**config.mk**
```make
export PLATFORM = sky130hd
export DESIGN_NAME = region_end_seq
export DESIGN_NICKNAME = d
export VERILOG_FILES = /design/src/rtl/rseq_pkg.sv /design/src/rtl/rseq_pick.sv /design/src/rtl/rseq_lines.sv /design/src/rtl/rseq_ctrl.sv /design/src/rtl/region_end_seq.sv
export SDC_FILE = /design/constraint.sdc
export NUM_CORES = 1
export LEC_CHECK = 0
export BUFFER_PORTS_ARGS = -buffer_cell sky130_fd_sc_hd__buf_2
export CAP_MARGIN = 40
export CORE_MARGIN = 2
export CORE_UTILIZATION = 45
export DETAILED_ROUTE_END_ITERATION = 8
export GPL_TIMING_DRIVEN = 0
export SYNTH_ARGS = -nofsm -noshare
export SYNTH_HDL_FRONTEND = slang
export SYNTH_HIERARCHICAL = 1
export SYNTH_SLANG_ARGS = --single-unit
```
**constraint.sdc**
```tcl
create_clock -name clk -period 4.3 [get_ports clk]
set_clock_uncertainty 0.05 [all_clocks]
set_input_delay 0.645 -clock clk [delete_from_list [all_inputs] [get_ports clk]]
set_output_delay 0.645 -clock clk [all_outputs]
set_load 0.005 [all_outputs]
```
**src/rtl/rseq_pkg.sv**
```systemverilog
package rseq_pkg;
   typedef enum logic [1:0] {
      ST_IDLE = 2'd0,
      ST_WALK = 2'd1,
      ST_WAIT = 2'd2
   } seq_st_t;
endpackage

```
**src/rtl/rseq_pick.sv**
```systemverilog
module rseq_pick #(
   parameter int N    = 8,
   parameter int IW   = 3
) (
   input  logic [N-1:0]  req,
   output logic          any,
   output logic [IW-1:0] idx,
   output logic [N-1:0]  gnt
);
   always_comb begin
      idx = '0;
      any = 1'b0;
      for (int i = N - 1; i >= 0; i--) begin
         if (req[i]) begin
            idx = IW'(i);
            any = 1'b1;
         end
      end
      gnt = any ? ({{(N-1){1'b0}}, 1'b1} << idx) : '0;
   end
endmodule

```
**src/rtl/rseq_lines.sv**
```systemverilog
module rseq_lines #(
   parameter int NL = 8,
   parameter int LB = 8,
   parameter int IW = 3
) (
   input  logic                  clk,
   input  logic                  rst_n,
   input  logic                  acc_en,
   input  logic                  acc_wr,
   input  logic [IW-1:0]         acc_idx,
   input  logic [LB-1:0]         acc_mask,
   input  logic                  sup_en,
   input  logic [IW-1:0]         sup_idx,
   input  logic                  clr_all,
   input  logic                  pend_load,
   input  logic [NL-1:0]         pend_drop,
   output logic [NL-1:0][LB-1:0] lrd,
   output logic [NL-1:0][LB-1:0] lwr,
   output logic [NL-1:0]         sup,
   output logic [NL-1:0]         pend,
   output logic                  csup
);
   logic csup_q;

   for (genvar g = 0; g < NL; g++) begin : g_line
      logic [LB-1:0] rd_q, wr_q;
      logic          sup_q, pend_q;
      always_ff @(posedge clk) begin
         if (!rst_n || clr_all) begin
            rd_q   <= '0;
            wr_q   <= '0;
            sup_q  <= 1'b0;
            pend_q <= 1'b0;
         end else begin
            if (acc_en && acc_idx == IW'(g)) begin
               if (acc_wr) wr_q <= wr_q | acc_mask;
               else        rd_q <= rd_q | acc_mask;
            end
            if (sup_en && sup_idx == IW'(g)) sup_q <= 1'b1;
            if (pend_load)         pend_q <= sup_q;
            else if (pend_drop[g]) pend_q <= 1'b0;
         end
      end
      assign lrd[g]  = rd_q;
      assign lwr[g]  = wr_q;
      assign sup[g]  = sup_q;
      assign pend[g] = pend_q;
   end

   always_ff @(posedge clk) begin
      if (!rst_n || clr_all) csup_q <= 1'b0;
      else if (sup_en)       csup_q <= 1'b1;
   end
   assign csup = csup_q;

   // a supply event marks its line and the cache-wide summary
   assert_supply_marks_R4: assert property (@(posedge clk) disable iff (!rst_n)
      (sup_en && !clr_all) |=> (csup && sup[$past(sup_idx)]));
endmodule

```
**src/rtl/rseq_ctrl.sv**
```systemverilog
module rseq_ctrl
   import rseq_pkg::*;
#(
   parameter int ACK_COUNT = 3,
   localparam int CNT_W = (ACK_COUNT < 1) ? 1 : $clog2(ACK_COUNT + 1)
) (
   input  logic clk,
   input  logic rst_n,
   input  logic begin_cmd,
   input  logic end_cmd,
   input  logic csup,
   input  logic pend_any,
   input  logic ack_in,
   output logic in_region,
   output logic open_win,
   output logic walking,
   output logic stall,
   output logic nest_err,
   output logic clr_all,
   output logic pend_load
);
   seq_st_t          st_q, st_d;
   logic             in_q, err_q;
   logic [CNT_W-1:0] cnt_q, cnt_nxt;
   logic             clr_fast, start_walk, drained, done;

   assign open_win   = in_q && (st_q == ST_IDLE);
   assign clr_fast   = end_cmd && open_win && !csup;
   assign start_walk = end_cmd && open_win && csup;
   assign drained    = ((st_q == ST_WALK) && !pend_any) || (st_q == ST_WAIT);
   assign cnt_nxt    = (cnt_q >= CNT_W'(ACK_COUNT)) ? cnt_q : cnt_q + CNT_W'(ack_in);
   assign done       = drained && (cnt_nxt >= CNT_W'(ACK_COUNT));
   assign clr_all    = clr_fast || done;
   assign pend_load  = start_walk;

   always_comb begin
      st_d = st_q;
      case (st_q)
         ST_IDLE: if (start_walk) st_d = ST_WALK;
         ST_WALK: if (!pend_any) st_d = done ? ST_IDLE : ST_WAIT;
         ST_WAIT: if (done) st_d = ST_IDLE;
         default: st_d = ST_IDLE;
      endcase
   end

   always_ff @(posedge clk) begin
      if (!rst_n) begin
         st_q  <= ST_IDLE;
         in_q  <= 1'b0;
         err_q <= 1'b0;
         cnt_q <= '0;
      end else begin
         st_q  <= st_d;
         err_q <= begin_cmd && in_q;
         if (begin_cmd && !in_q) in_q <= 1'b1;
         else if (clr_all)       in_q <= 1'b0;
         if (start_walk)              cnt_q <= '0;
         else if (st_q != ST_IDLE)    cnt_q <= cnt_nxt;
      end
   end

   assign in_region = in_q;
   assign walking   = (st_q == ST_WALK);
   assign stall     = (st_q != ST_IDLE);
   assign nest_err  = err_q;

   assert_begin_opens_R1: assert property (@(posedge clk) disable iff (!rst_n)
      (begin_cmd && !in_region) |=> (in_region && !stall));
   assert_nested_begin_R2: assert property (@(posedge clk) disable iff (!rst_n)
      (begin_cmd && in_region) |=> (nest_err && in_region));
   assert_fast_close_R5: assert property (@(posedge clk) disable iff (!rst_n)
      (end_cmd && open_win && !csup) |=> (!in_region && !stall));
   assert_stall_in_region_R8: assert property (@(posedge clk) disable iff (!rst_n)
      stall |-> in_region);
   assert_release_clears_R8: assert property (@(posedge clk) disable iff (!rst_n)
      $fell(stall) |-> !in_region);
   assert_stray_end_R9: assert property (@(posedge clk) disable iff (!rst_n)
      (end_cmd && !in_region && !stall) |=> !stall);
endmodule

```
**src/rtl/region_end_seq.sv**
```systemverilog
module region_end_seq #(
   parameter int NUM_LINES  = 8,
   parameter int LINE_BYTES = 8,
   parameter int ACK_COUNT  = 3,
   localparam int IDX_W = $clog2(NUM_LINES)
) (
   input  logic                  clk,
   input  logic                  rst_n,
   input  logic                  begin_cmd,
   input  logic                  end_cmd,
   input  logic                  acc_vld,
   input  logic                  acc_wr,
   input  logic [IDX_W-1:0]      acc_idx,
   input  logic [LINE_BYTES-1:0] acc_mask,
   input  logic                  sup_vld,
   input  logic [IDX_W-1:0]      sup_idx,
   input  logic                  ack_in,
   input  logic                  msg_ready,
   input  logic [IDX_W-1:0]      lk_idx,
   output logic                  in_region,
   output logic                  stall,
   output logic                  nest_err,
   output logic                  msg_valid,
   output logic [IDX_W-1:0]      msg_idx,
   output logic [LINE_BYTES-1:0] msg_rd,
   output logic [LINE_BYTES-1:0] msg_wr,
   output logic [LINE_BYTES-1:0] lk_rd,
   output logic [LINE_BYTES-1:0] lk_wr,
   output logic                  lk_sup
);
   if (NUM_LINES < 2 || (1 << IDX_W) != NUM_LINES) begin : g_bad_lines
      $error("NUM_LINES must be a power of two of at least 2");
   end
   if (LINE_BYTES < 1) begin : g_bad_bytes
      $error("LINE_BYTES must be at least 1");
   end
   if (ACK_COUNT < 0) begin : g_bad_acks
      $error("ACK_COUNT must not be negative");
   end

   logic [NUM_LINES-1:0][LINE_BYTES-1:0] lrd, lwr;
   logic [NUM_LINES-1:0] sup, pend, gnt, pend_drop;
   logic csup, pend_any, open_win, walking, clr_all, pend_load, hs;

   rseq_ctrl #(.ACK_COUNT(ACK_COUNT)) ctrl_i (
      .clk(clk), .rst_n(rst_n), .begin_cmd(begin_cmd), .end_cmd(end_cmd),
      .csup(csup), .pend_any(pend_any), .ack_in(ack_in),
      .in_region(in_region), .open_win(open_win), .walking(walking),
      .stall(stall), .nest_err(nest_err), .clr_all(clr_all),
      .pend_load(pend_load)
   );

   rseq_lines #(.NL(NUM_LINES), .LB(LINE_BYTES), .IW(IDX_W)) lines_i (
      .clk(clk), .rst_n(rst_n),
      .acc_en(acc_vld && open_win), .acc_wr(acc_wr), .acc_idx(acc_idx),
      .acc_mask(acc_mask), .sup_en(sup_vld && open_win), .sup_idx(sup_idx),
      .clr_all(clr_all), .pend_load(pend_load), .pend_drop(pend_drop),
      .lrd(lrd), .lwr(lwr), .sup(sup), .pend(pend), .csup(csup)
   );

   rseq_pick #(.N(NUM_LINES), .IW(IDX_W)) pick_i (
      .req(pend), .any(pend_any), .idx(msg_idx), .gnt(gnt)
   );

   assign msg_valid = walking && pend_any;
   assign hs        = msg_valid && msg_ready;
   assign pend_drop = hs ? gnt : '0;
   assign msg_rd    = lrd[msg_idx];
   assign msg_wr    = lwr[msg_idx];
   assign lk_rd     = lrd[lk_idx];
   assign lk_wr     = lwr[lk_idx];
   assign lk_sup    = sup[lk_idx];

   assert_msg_hold_R7: assert property (@(posedge clk) disable iff (!rst_n)
      (msg_valid && !msg_ready) |=>
         (msg_valid && $stable(msg_idx) && $stable(msg_rd) && $stable(msg_wr)));
   assert_walk_stalls_R6: assert property (@(posedge clk) disable iff (!rst_n)
      msg_valid |-> stall);
endmodule

```
# [Word-level counts from Yosys, hierarchy flattened]
# Index checks and enable logic that the tools add are counted.
[op_classes] n_addsub=1 mul=0 n_div=0 n_lt_le_gt_ge=4 eq_ne=19 n_shift=1 n_mux=52 bitwise=18 n_reduce_logical=66
[op_table] cell="$or A8 B8 Y8" n=16
[op_table] cell="$bmux W8 S3" n=4
[op_table] cell="$mux W8" n=6
[op_table] cell="$reduce_and A2 Y1" n=16
[op_table] cell="$logic_and A1 B1 Y1" n=28
[op_table] cell="$mux W1" n=27
[op_table] cell="$eq A3 B3 Y1 const B" n=8
[op_table] cell="$mux W3" n=8
[op_table] cell="$reduce_bool A2 Y1" n=10
[op_table] cell="$eq A3 B2 Y1 const B" n=4
[op_table] cell="$mux W2" n=5
[op_table] cell="$lt A3 B4 Y1 const B" n=2
[op_table] cell="$shl A1 B3 Y8 const A" n=1
[op_table] cell="$eq A3 B1 Y1 const B" n=2
[op_table] cell="$logic_not A3 Y1" n=2
[op_table] cell="$pmux W2 S3" n=1
[op_table] cell="$ge A2 B2 Y1 const B" n=2
[op_table] cell="$logic_not A1 Y1" n=4
[op_table] cell="$ne A2 B1 Y1 const B" n=2
[op_table] cell="$bmux W1 S3" n=1
[op_table] cell="$logic_or A1 B1 Y1" n=3
[op_table] cell="$reduce_and A3 Y1" n=1
[op_table] cell="$add A2 B1 Y2" n=1
[op_table] cell="$eq A2 B1 Y1 const B" n=1
[op_table] cell="5 further kinds" n=6
[totals] reg_bits=151 latchBits=0 mem_bits_rw=0 rom_bits=0 wordCells=198 mem_count=0

# [Longest topological paths before layout]
# Gate-level depths: netlist of the first run.
[depth] word_depth=15 ltp_mapped=11

# [By module]
# The synthesis of the first run kept the hierarchy.
[modules_own_cells] module="rseq_lines" n_inst=1 cells_per_inst=419 area_each_um2=5097.4 seq_area_each_um2=2902.8
[modules_own_cells] module="region_end_seq" n_inst=1 cells_per_inst=130 area_each_um2=2198.4 seq_area_each_um2=0.0
[modules_own_cells] module="rseq_ctrl" n_inst=1 cells_per_inst=38 area_each_um2=336.6 seq_area_each_um2=120.1
[modules_own_cells] module="rseq_pick" n_inst=1 cells_per_inst=25 area_each_um2=140.1 seq_area_each_um2=0.0

# [Least setup slack after synthesis of the first run]
# No wires, ideal clock.
[synth_path] path_kind="register -> output" start="register lines_i.g_line[6].pend_q" end="output port msg_wr[1]" arrival_time_ns=2.258 slack_ns=1.347 path_stages_with_launch=9 path_cell_list="dfxtp_1 -> buf_4 -> nand2b_1 -> a221o_1 -> a21oi_1 -> buf_6 -> buf_6 -> mux4_1 -> mux2_2"
[synth_between] elab_chain_cells=9
[synth_lines] element="from (decl)" line="rseq_lines.sv:27" source="logic sup_q, pend_q;"
[synth_lines] element="from (signal assigned)" line="rseq_lines.sv:40" source="if (pend_load) pend_q <= sup_q;"
[synth_lines] element="$mux W3 (7 in series)" line="rseq_pick.sv:14" source="if (req[i]) begin"
[synth_lines] element="via msg_idx[0]" line="region_end_seq.sv:24" source="output logic [IDX_W-1:0] msg_idx,"
[synth_lines] element="$bmux W8 S3" line="region_end_seq.sv:69" source="assign msg_wr = lwr[msg_idx];"
[synth_lines] element="$mux W8 (implied by the code)" line="region_end_seq.sv:69"
[synth_lines] element="to (decl)" line="region_end_seq.sv:26" source="output logic [LINE_BYTES-1:0] msg_wr,"
# The timed path passes the listed nets, and every way through them passes these cells. The select of a mux whose other input is x is not followed.

# [Worst setup path after layout of the first run]
[layout_path] start="register lines_i.g_line[1].pend_q" end="output port msg_rd[1]"
[layout_between] elab_chain_cells=4
[layout_lines] element="from (decl)" line="rseq_lines.sv:27"
[layout_lines] element="from (signal assigned)" line="rseq_lines.sv:40"
[layout_lines] element="$mux W3 (2 in series)" line="rseq_pick.sv:14"
[layout_lines] element="$bmux W8 S3" line="region_end_seq.sv:68" source="assign msg_rd = lrd[msg_idx];"
[layout_lines] element="$mux W8 (implied by the code)" line="region_end_seq.sv:68"
[layout_lines] element="to (decl)" line="region_end_seq.sv:25" source="output logic [LINE_BYTES-1:0] msg_rd,"
# No other way between the ends. The select of a mux whose other input is x is not followed.

==> results of run 1 <==
-- placed cells by master (no fill, tap or decap), types with 16 or more instances in the layout --
master     instances
dfxtp_1          151
o2bb2ai_1        118
buf_2             78
mux4_1            35
mux2_2            33
mux4_2            31
clkbuf_1          27
nand4b_1          22
nand4bb_1         20
clkbuf_16         17
buf_4             16
-- layout make-up --
| cell class | instances | area [µm²] |
|---|---|---|
| clock inverter | 10 | 96.3 |
| multi-input combinational | 374 | 4260 |
| clock buffer | 22 | 484 |
| timing repair buffer | 64 | 339 |
| fill | 1510 | 8140 |
| buffer | 79 | 458 |
| tap | 225 | 282 |
| sequential | 151 | 3020 |
| inverter | 8 | 30.0 |
-- final timing paths --
| check | startpoint | endpoint | slack, ns |
|---|---|---|---|
| min reg2reg | lines_i/g_line[6].sup_q$_SDFFE_PP0P_ | lines_i/g_line[6].sup_q$_SDFFE_PP0P_ | 0.42 |
| max | lines_i/g_line[1].pend_q$_SDFFE_PP0P_ | msg_rd[1] | 0.44 |
| min | begin_cmd | ctrl_i/nest_err$_SDFF_PN0_ | 0.42 |
| max reg2reg | lines_i/g_line[5].pend_q$_SDFFE_PP0P_ | lines_i/g_line[6].wr_q[4]$_SDFFE_PP0P_ | 1.04 |
-- cells by family (layout without fill, tap and decap cells) --
family / count (synthesis) / count (layout) / synth area share
simple gates: 113 / 113 / 0.111
buf+inv: 87 / 183 / 0.0628
compound gates: 161 / 161 / 0.180
mux: 99 / 99 / 0.256
fa+ha+maj: 1 / 1 / 0.00161
flops: 151 / 151 / 0.389
-- metal layers --
layer  up-vias  wire length, µm
li1       2655                -
met1      3125            11000
met2       323            11700
met3        62             2060
met4         0              778
met5         -                0
-- critical path, cell delays in order, from the launching register on --
cell     delay, ns
dfxtp_1       0.31
buf_4         0.14
nor2_1        0.16
nand2_1       0.10
nor2_1        0.41
buf_1         0.73
mux4_1        0.46
mux2_2        0.29
buf_2         0.12
-- per-stage QoR --
step	hold WS (ns)	std cells
floorplan	0.387	612
global placement	0.401	897
detailed placement	0.408	901
CTS	0.403	933
global route	0.439	933
finish	0.416	933
-- report_power, final --
group	leakage [µW]	internal (µW)	switching (µW)	total [µW]
combinational	0.00187	80.1	174	254
sequential	0.00122	1410	8.18	1420
clock	0.000274	857	610	1470
total	0.00336	2350	792	3140
-- state kept, by name, indices dropped and copies added, names as in the netlist --
| register | count |
|---|---|
| lines_i/csup | 1 |
| lines_i/g_line.wr_q | 64 |
| ctrl_i/in_region | 1 |
| ctrl_i/nest_err | 1 |
| lines_i/g_line.pend_q | 8 |
| ctrl_i/st_q | 2 |
| lines_i/g_line.sup_q | 8 |
| lines_i/g_line.rd_q | 64 |
| ctrl_i/cnt_q | 2 |
==> impl_metrics.env, run 1 <==
export IMPL_worst_setup_path_type="reg2out"
export IMPL_htree_levels=4
export IMPL_grt_max_degree=17
export IMPL_vias_per_cell=6.61
export IMPL_synth_area_um2=7770
export IMPL_drv_slew=0
export IMPL_clkTransAtPathRegs_ns=0.06
export IMPL_io_buffers=60
export IMPL_fin_tns_setup_ns=0
export IMPL_hpwl_um=17300
export IMPL_use_met2=0.441
export IMPL_synth_seq_cells=151
export IMPL_synth_cells=612
export IMPL_die_x_um=135
export IMPL_crit_fanout=10
export IMPL_met3_usage=0.0707
export IMPL_dp_slack_ns=0.912
export IMPL_rr_worst_depth=11
export IMPL_route_detailed_drc=0
export IMPL_routed_wl_um=25500
export IMPL_final_core_util=0.524
export IMPL_cp_required_ns=3.61
export IMPL_cts_setup_buffers=0
export IMPL_first_global_vias=6070
export IMPL_post_drt_wl_per_cell_um=27.4
export IMPL_vdd_drop_max_mv=0.286
export IMPL_setup_violations=0
export IMPL_maxCapViolations=0
export IMPL_grt_busiest_layer="met2"
export IMPL_rows=48
export IMPL_hold_depth=2
export IMPL_grt_met1_usage=0.392
export IMPL_grt_usage=0.286
export IMPL_grt_pass1_wl_um=38000
export IMPL_synth_top_area_frac=0.389
export IMPL_cellLeakagePower_uw=0.00336
export IMPL_antenna_found_initial=0
export IMPL_relSlewSlack=0.400
export IMPL_finalHoldViolations=0
export IMPL_num_vias=6165
export IMPL_insertion_delay_ns=0.44
export IMPL_die_h_um=135
export IMPL_grt_ovfl_total=0
export IMPL_worstSetupEndpointType="output pin"
export IMPL_async_flop_share=0
export IMPL_min_delay_path_class="in2reg"
export IMPL_initial_utilization=0.454
export IMPL_yosys_area_top_type="dfxtp_1"
export IMPL_powerDensity_nw_per_um2=350
export IMPL_clk_path_buf_depth=2
export IMPL_grt_setup_unrepaired="no"
export IMPL_insertedDiodeCount=0
export IMPL_area_growth_pct=15.5
export IMPL_final_cell_area_um2=8970
export IMPL_synthFlopType="dfxtp_1"
export IMPL_ys_types=49
export IMPL_yosys_top_cells_count="151 x dfxtp_1, 118 x o2bb2ai_1, 35 x mux4_1"
export IMPL_core_area_um2=17100
export IMPL_clock_sinks=151
export IMPL_tightest_slew_ns=0.900
export IMPL_gp_congestion=0.897
export IMPL_setup_ws_ns=0.440
export IMPL_ctsHoldBuffers=0
export IMPL_drive_above_1_share=0.325
export IMPL_worstSetupStartpointType="flip-flop"
export IMPL_syn_area_per_cell_um2=12.7
export IMPL_die_area_um2=18300
export IMPL_synth_top_cells_by_area="dfxtp_1 39%, o2bb2ai_1 13%, mux4_1 12%"
export IMPL_ys_seq_area_frac=0.389
export IMPL_clockRootBuffer="clkbuf_16"
export IMPL_drt_iter0_markers=630
export IMPL_firstDrtPassIters=5
export IMPL_fin_nets=722
export IMPL_fin_crit_sh=0.898
export IMPL_cts_tree="yes"
export IMPL_ctsResizeCount=0
export IMPL_synth_edf_count=0
export IMPL_yosysWarnings=6
export IMPL_totalPowerFinal_uw=3140
export IMPL_synth_most_common_cell="dfxtp_1"
export IMPL_drtAntennaViolNets=0
export IMPL_syn_nets=639
export IMPL_cp_arrival_ns=3.17
export IMPL_place_area_um2=8390
export IMPL_clock_fmax_ghz=0.259
export IMPL_status="finished clean"
export IMPL_numCtsBuffers=17
export IMPL_min_period_ns=3.86
export IMPL_top_level_ports=66
Note: power is estimated with default switching activity, not from simulation.
==> run 2, diff against run 1 <==
- SYNTH_HIERARCHICAL: 1 -> default
==> impl_metrics.env, run 2 <==
export IMPL_tightest_slew_ns=0.939
export IMPL_rows=46
export IMPL_min_period_ns=4.10
export IMPL_drt_iter0_markers=1007
export IMPL_worstSetupEndpointType="output pin"
export IMPL_hpwl_um=18700
export IMPL_grt_max_degree=17
export IMPL_io_buffers=53
export IMPL_drtAntennaViolNets=0
export IMPL_die_area_um2=16900
export IMPL_final_cell_mix="174 x nor2_1, 167 x a21oi_1, 151 x dfxtp_1"
export IMPL_vdd_drop_max_mv=0.291
export IMPL_gp_congestion=0.916
export IMPL_die_x_um=130
export IMPL_initial_utilization=0.455
export IMPL_min_delay_path_class="in2reg"
export IMPL_reg2reg_slack_ns=1.56
export IMPL_die_h_um=130
export IMPL_clk_path_buf_depth=2
export IMPL_first_global_vias=6471
export IMPL_syn_area_per_cell_um2=8.92
export IMPL_worst_setup_path_type="reg2out"
export IMPL_ys_types=50
export IMPL_synth_seq_cells=151
export IMPL_numCtsBuffers=17
export IMPL_firstDrtPassIters=8
export IMPL_cp_arrival_ns=3.41
export IMPL_clkTransAtPathRegs_ns=0.06
export IMPL_antenna_found_initial=0
export IMPL_synth_edf_count=0
export IMPL_routed_wl_um=26700
export IMPL_syn_nets=826
export IMPL_grt_pass1_wl_um=39800
export IMPL_clock_fmax_ghz=0.244
export IMPL_route_detailed_drc=0
export IMPL_finalHoldViolations=0
export IMPL_synth_most_common_cell="nor2_1"
export IMPL_maxCapViolations=0
export IMPL_drive_above_1_share=0.211
export IMPL_grt_setup_unrepaired="no"
export IMPL_powerDensity_nw_per_um2=375
export IMPL_met3_usage=0.0730
export IMPL_area_growth_pct=16.6
export IMPL_clock_sinks=151
export IMPL_totalPowerFinal_uw=3120
export IMPL_final_common_cell="nor2_1"
export IMPL_post_drt_wl_per_cell_um=24.2
export IMPL_async_flop_share=0
export IMPL_htree_levels=4
export IMPL_core_area_um2=15700
export IMPL_fin_nets=905
export IMPL_crit_fanout=10
export IMPL_insertion_delay_ns=0.43
export IMPL_use_met2=0.486
export IMPL_grt_busiest_layer="met2"
export IMPL_setup_violations=0
export IMPL_ctsHoldBuffers=0
export IMPL_fin_tns_setup_ns=0
export IMPL_synth_top_area_frac=0.424
export IMPL_grt_met1_usage=0.461
export IMPL_num_vias=6953
export IMPL_synth_cells=799
export IMPL_cts_setup_buffers=0
export IMPL_insertedDiodeCount=0
export IMPL_ctsResizeCount=0
export IMPL_grt_ovfl_total=0
export IMPL_fin_crit_sh=0.954
export IMPL_worstSetupStartpointType="flip-flop"
export IMPL_yosys_area_top_type="dfxtp_1"
export IMPL_cts_tree="yes"
export IMPL_drv_slew=0
export IMPL_ys_seq_area_frac=0.424
export IMPL_clockRootBuffer="clkbuf_16"
export IMPL_cellLeakagePower_uw=0.00325
export IMPL_synth_top_cells_by_area="dfxtp_1 42%, a21oi_1 12%, mux4_2 11%"
export IMPL_top_level_ports=66
export IMPL_cp_required_ns=3.61
export IMPL_yosysWarnings=0
export IMPL_vias_per_cell=6.28
export IMPL_grt_usage=0.325
export IMPL_reg_largest_list="lines_i.g_line.rd_q x64, lines_i.g_line.wr_q x64"
export IMPL_synth_area_um2=7130
export IMPL_status="finished clean"
export IMPL_yosys_top_cells_count="174 x nor2_1, 167 x a21oi_1, 151 x dfxtp_1"
export IMPL_synthFlopType="dfxtp_1"
export IMPL_relSlewSlack=0.372
-- run 2: cell families after synthesis --
kind of cell / count (synthesis) / share of synthesized area
buffers and inverters: 86 / 0.0544
multiplexers: 58 / 0.145
adder cells (fa/ha/maj): 1 / 0.00176
AND/OR/NAND/NOR: 247 / 0.149
AO/OA/AOI/OAI: 256 / 0.226
flip-flops: 151 / 0.424
-- run 2: area by class of cell --
type | instances | area, µm²
clock buffer | 20 | 467
inverter | 22 | 82.6
fill | 1510 | 7340
buffer | 64 | 305
multi-input combinational | 562 | 3720
timing repair buffer | 60 | 318
clock inverter | 12 | 123
sequential | 151 | 3020
tap | 216 | 270
-- run 2: per-layer routing --
| metal | wire (µm) | share of wire |
|---|---|---|
| met1 | 11100 | 0.41 |
| met2 | 11700 | 0.44 |
| met3 | 3060 | 0.11 |
| met4 | 879 | 0.033 |
| met5 | 0 | 0 |
-- run 2: through the flow --
step           setup WS, ns  area [µm²]   util  hold WS (ns)  cells
2_1_floorplan          1.53        7130      -         0.389    799
3_3_place_gp          0.416        7660  0.490         0.410   1068
3_5_place_dp          0.804        7720  0.493         0.421   1075
4_1_cts               0.316        8310  0.531         0.416   1107
5_1_grt               0.159        8310  0.531         0.423   1107
6_report              0.198        8310  0.531         0.414   1107
-- run 2: report_power, final --
group / switching, µW / total, µW / internal, µW / leakage, µW
clock: 618 / 1520 / 898 / 0.000292
combinational: 135 / 186 / 50.9 / 0.00174
sequential: 7.86 / 1410 / 1410 / 0.00122
-- run 2: final timing paths --
path / depth (start not counted) / startpoint / endpoint
worst min-delay path: 2 / begin_cmd / ctrl_i.nest_err$_SDFF_PN0_
worst max-delay path: 8 / lines_i.g_line[3].pend_q$_SDFFE_PP0P_ / msg_rd[4]
worst max register to register: 9 / lines_i.g_line[1].pend_q$_SDFFE_PP0P_ / lines_i.g_line[0].wr_q[2]$_SDFFE_PP0P_
worst min register to register: 2 / lines_i.g_line[1].sup_q$_SDFFE_PP0P_ / lines_i.g_line[1].pend_q$_SDFFE_PP0P_
-- run 2: worst max-delay path, cell delays in order, from the launching register on --
cell	delay, ns
dfxtp_1	0.38
nor2_1	0.21
o31ai_2	0.18
o41ai_1	0.56
clkdlybuf4s15_2	0.34
clkbuf_1	0.60
a21oi_1	0.20
a31oi_1	0.31
buf_2	0.18
==> run 3, diff against run 2 <==
- ABC_AREA: default -> 1
==> impl_metrics.env, run 3 <==
export IMPL_syn_nets=1259
export IMPL_grt_usage=0.332
export IMPL_synth_most_common_cell="nand3_1"
export IMPL_finalHoldViolations=0
export IMPL_vdd_drop_max_mv=0.253
export IMPL_rr_worst_depth=9
export IMPL_p_seq_frac=0.438
export IMPL_path_cells="inv_1, nand2_1, nand2_1, nand2_1, nand2_1, buf_2, buf_1, nand4_1, nand3_1, nand2_1, inv_1, buf_2"
export IMPL_grt_setup_unrepaired="no"
export IMPL_fillCellCount=1930
export IMPL_synth_top_area_frac=0.355
export IMPL_antenna_found_initial=0
export IMPL_ctsHoldBuffers=0
export IMPL_hpwl_um=24600
export IMPL_numCtsBuffers=17
export IMPL_power_internal_uw=2310
export IMPL_synth_area_um2=8510
export IMPL_synthSimpleGateAreaFrac=0.284
export IMPL_cp_arrival_ns=2.62
export IMPL_initial_utilization=0.456
export IMPL_fin_tns_setup_ns=0
export IMPL_cp_slowest_cell="buf_1"
export IMPL_firstDrtPassIters=6
export IMPL_min_period_ns=3.31
export IMPL_startpoint="lines_i.g_line[7].pend_q$_SDFFE_PP0P_"
export IMPL_final_core_util=0.518
export IMPL_crit_buf_inv=5
export IMPL_routed_wl_um=33400
export IMPL_synth_xor_area_frac=0
export IMPL_drive_above_1_share=0.171
export IMPL_insertion_delay_ns=0.44
export IMPL_yosys_area_top_type="dfxtp_1"
export IMPL_clkTransAtPathRegs_ns=0.07
export IMPL_first_global_vias=8215
export IMPL_maxCapViolations=0
export IMPL_slowest_delay_ns=0.63
export IMPL_crit_end="msg_rd[2]"
export IMPL_grt_max_degree=17
export IMPL_clockRootBuffer="clkbuf_16"
export IMPL_fin_nets=1334
export IMPL_worstSetupStartpointType="flip-flop"
export IMPL_drv_slew=0
export IMPL_drt_iter0_markers=1265
export IMPL_core_area_um2=18600
export IMPL_yosysWarnings=0
export IMPL_post_drt_wl_per_cell_um=21.5
export IMPL_insertedDiodeCount=0
export IMPL_crit_fanout=10
export IMPL_status="finished clean"
export IMPL_ys_types=34
export IMPL_die_area_um2=20000
export IMPL_relSlewSlack=0.469
export IMPL_synth_edf_count=0
export IMPL_switching_share=0.282
export IMPL_timing_rr_start="lines_i.g_line[7].pend_q$_SDFFE_PP0P_"
export IMPL_area_growth_pct=13.4
export IMPL_final_cell_mix="234 x nand3_1, 169 x inv_1, 151 x dfxtp_1"
export IMPL_route_detailed_drc=0
export IMPL_power_switching_uw=908
export IMPL_cts_setup_buffers=0
export IMPL_vias_per_cell=5.83
export IMPL_synth_top_family_by_area="simple AND/OR/NAND/NOR gates"
export IMPL_final_common_cell="nand3_1"
export IMPL_synth_seq_cells=151
export IMPL_combPwrFrac=0.099
export IMPL_top_level_ports=66
export IMPL_gp_congestion=1.00
export IMPL_synth_top_cells_by_area="dfxtp_1 36%, nand3_1 14%, a21oi_1 8.2%"
export IMPL_powerDensity_nw_per_um2=334
export IMPL_rows=50
export IMPL_synth_area_mux_share=0
export IMPL_regToRegEndpoint="lines_i.g_line[2].pend_q$_SDFFE_PP0P_"
export IMPL_synth_fa_ha_area_frac=0.00147
export IMPL_min_delay_path_class="in2reg"
export IMPL_reg2reg_slack_ns=2.37
export IMPL_syn_area_per_cell_um2=6.91
export IMPL_htree_levels=4
export IMPL_synthFlopType="dfxtp_1"
export IMPL_drtAntennaViolNets=0
export IMPL_die_x_um=142
export IMPL_die_h_um=142
export IMPL_reg_largest_list="lines_i.g_line.rd_q x64, lines_i.g_line.wr_q x64"
export IMPL_cp_required_ns=3.61
export IMPL_worstSetupEndpointType="output pin"
export IMPL_worst_setup_path_type="reg2out"
export IMPL_setup_violations=0
export IMPL_synth_cells=1232
export IMPL_grt_ovfl_total=0
export IMPL_place_area_um2=9080
export IMPL_fin_crit_sh=0.770
export IMPL_clock_fmax_ghz=0.302
export IMPL_clk_path_buf_depth=2
export IMPL_final_cell_area_um2=9650
export IMPL_crit_family="buffers and inverters"
export IMPL_cellLeakagePower_uw=0.00341
export IMPL_path_depth=12
export IMPL_cts_tree="yes"
export IMPL_ys_seq_area_frac=0.355
export IMPL_async_flop_share=0
export IMPL_clock_sinks=151
export IMPL_ctsResizeCount=0
export IMPL_cpMostUsedCell="nand2_1"
export IMPL_grt_pass1_wl_um=49400
export IMPL_tightest_slew_ns=0.797
export IMPL_synth_compound_area_frac=0.211
export IMPL_yosys_top_cells_count="234 x nand3_1, 169 x inv_1, 151 x dfxtp_1"
export IMPL_num_vias=9055
export IMPL_io_buffers=56
export IMPL_power_share_clock=0.463
## run 3: worst min-delay path by stage
stage,from,endpoint,cells after the start
floorplan,lines_i.g_line[0].rd_q[0]$_SDFFE_PP0P_,lines_i.g_line[0].rd_q[0]$_SDFFE_PP0P_,2
global placement,lines_i.g_line[0].rd_q[7]$_SDFFE_PP0P_,lines_i.g_line[0].rd_q[7]$_SDFFE_PP0P_,2
detailed placement,lines_i.g_line[0].wr_q[3]$_SDFFE_PP0P_,lines_i.g_line[0].wr_q[3]$_SDFFE_PP0P_,2
CTS,begin_cmd,ctrl_i.nest_err$_SDFF_PN0_,3
global route,begin_cmd,ctrl_i.nest_err$_SDFF_PN0_,3
finish,begin_cmd,ctrl_i.nest_err$_SDFF_PN0_,3
## run 3: cells by family (layout without fill, tap and decap cells)
| logic type | count (synthesis) | in the layout |
|---|---|---|
| compound gates | 295 | 295 |
| buf+inv | 288 | 376 |
| simple gates | 497 | 497 |
| flops | 151 | 151 |
| fa+ha+maj | 1 | 1 |
## run 3: through the flow
stage	total power (µW)	hold slack, ns	std cells	worst slack, ns
after detailed placement	1760	0.405	1522	1.19
after global placement	1750	0.407	1522	1.19
final	3220	0.386	1554	0.988
after floorplan	1630	0.386	1232	2.05
after global routing	3300	0.396	1554	0.913
after CTS	3210	0.382	1554	1.12
## run 3: per-layer routing
layer  vias to the layer above  GRT usage  routed length (µm)
li1                       4287          -                   -
met1                      4115      0.483               14500
met2                       559      0.479               13800
met3                        94     0.0749                4000
met4                         0      0.124                1120
met5                         -          0                   0
## run 3: final cells by class
class,instances,area [µm²],area share
Multi-Input combinational cell,793,4220,0.438
Sequential cell,151,3020,0.313
Inverter,180,676,0.0700
Buffer,108,589,0.0611
Clock buffer,21,450,0.0467
Tap cell,234,293,0.0303
Timing Repair Buffer,56,280,0.0290
Clock inverter,11,115,0.0119
## run 3: tightest hold or removal path, delay by kind of cell
family | cells | cell delay (ns)
buffers and inverters | 1 | 0.10
AND/OR/NAND/NOR | 2 | 0.08
## run 3: power by group through the flow
stage | logic, µW | registers [µW] | clock network [µW]
after floorplan | 190 | 1440 | 0
after global placement | 310 | 1440 | 0
after detailed placement | 311 | 1440 | 0
after CTS | 312 | 1410 | 1490
after global routing | 339 | 1410 | 1540
final | 319 | 1410 | 1490
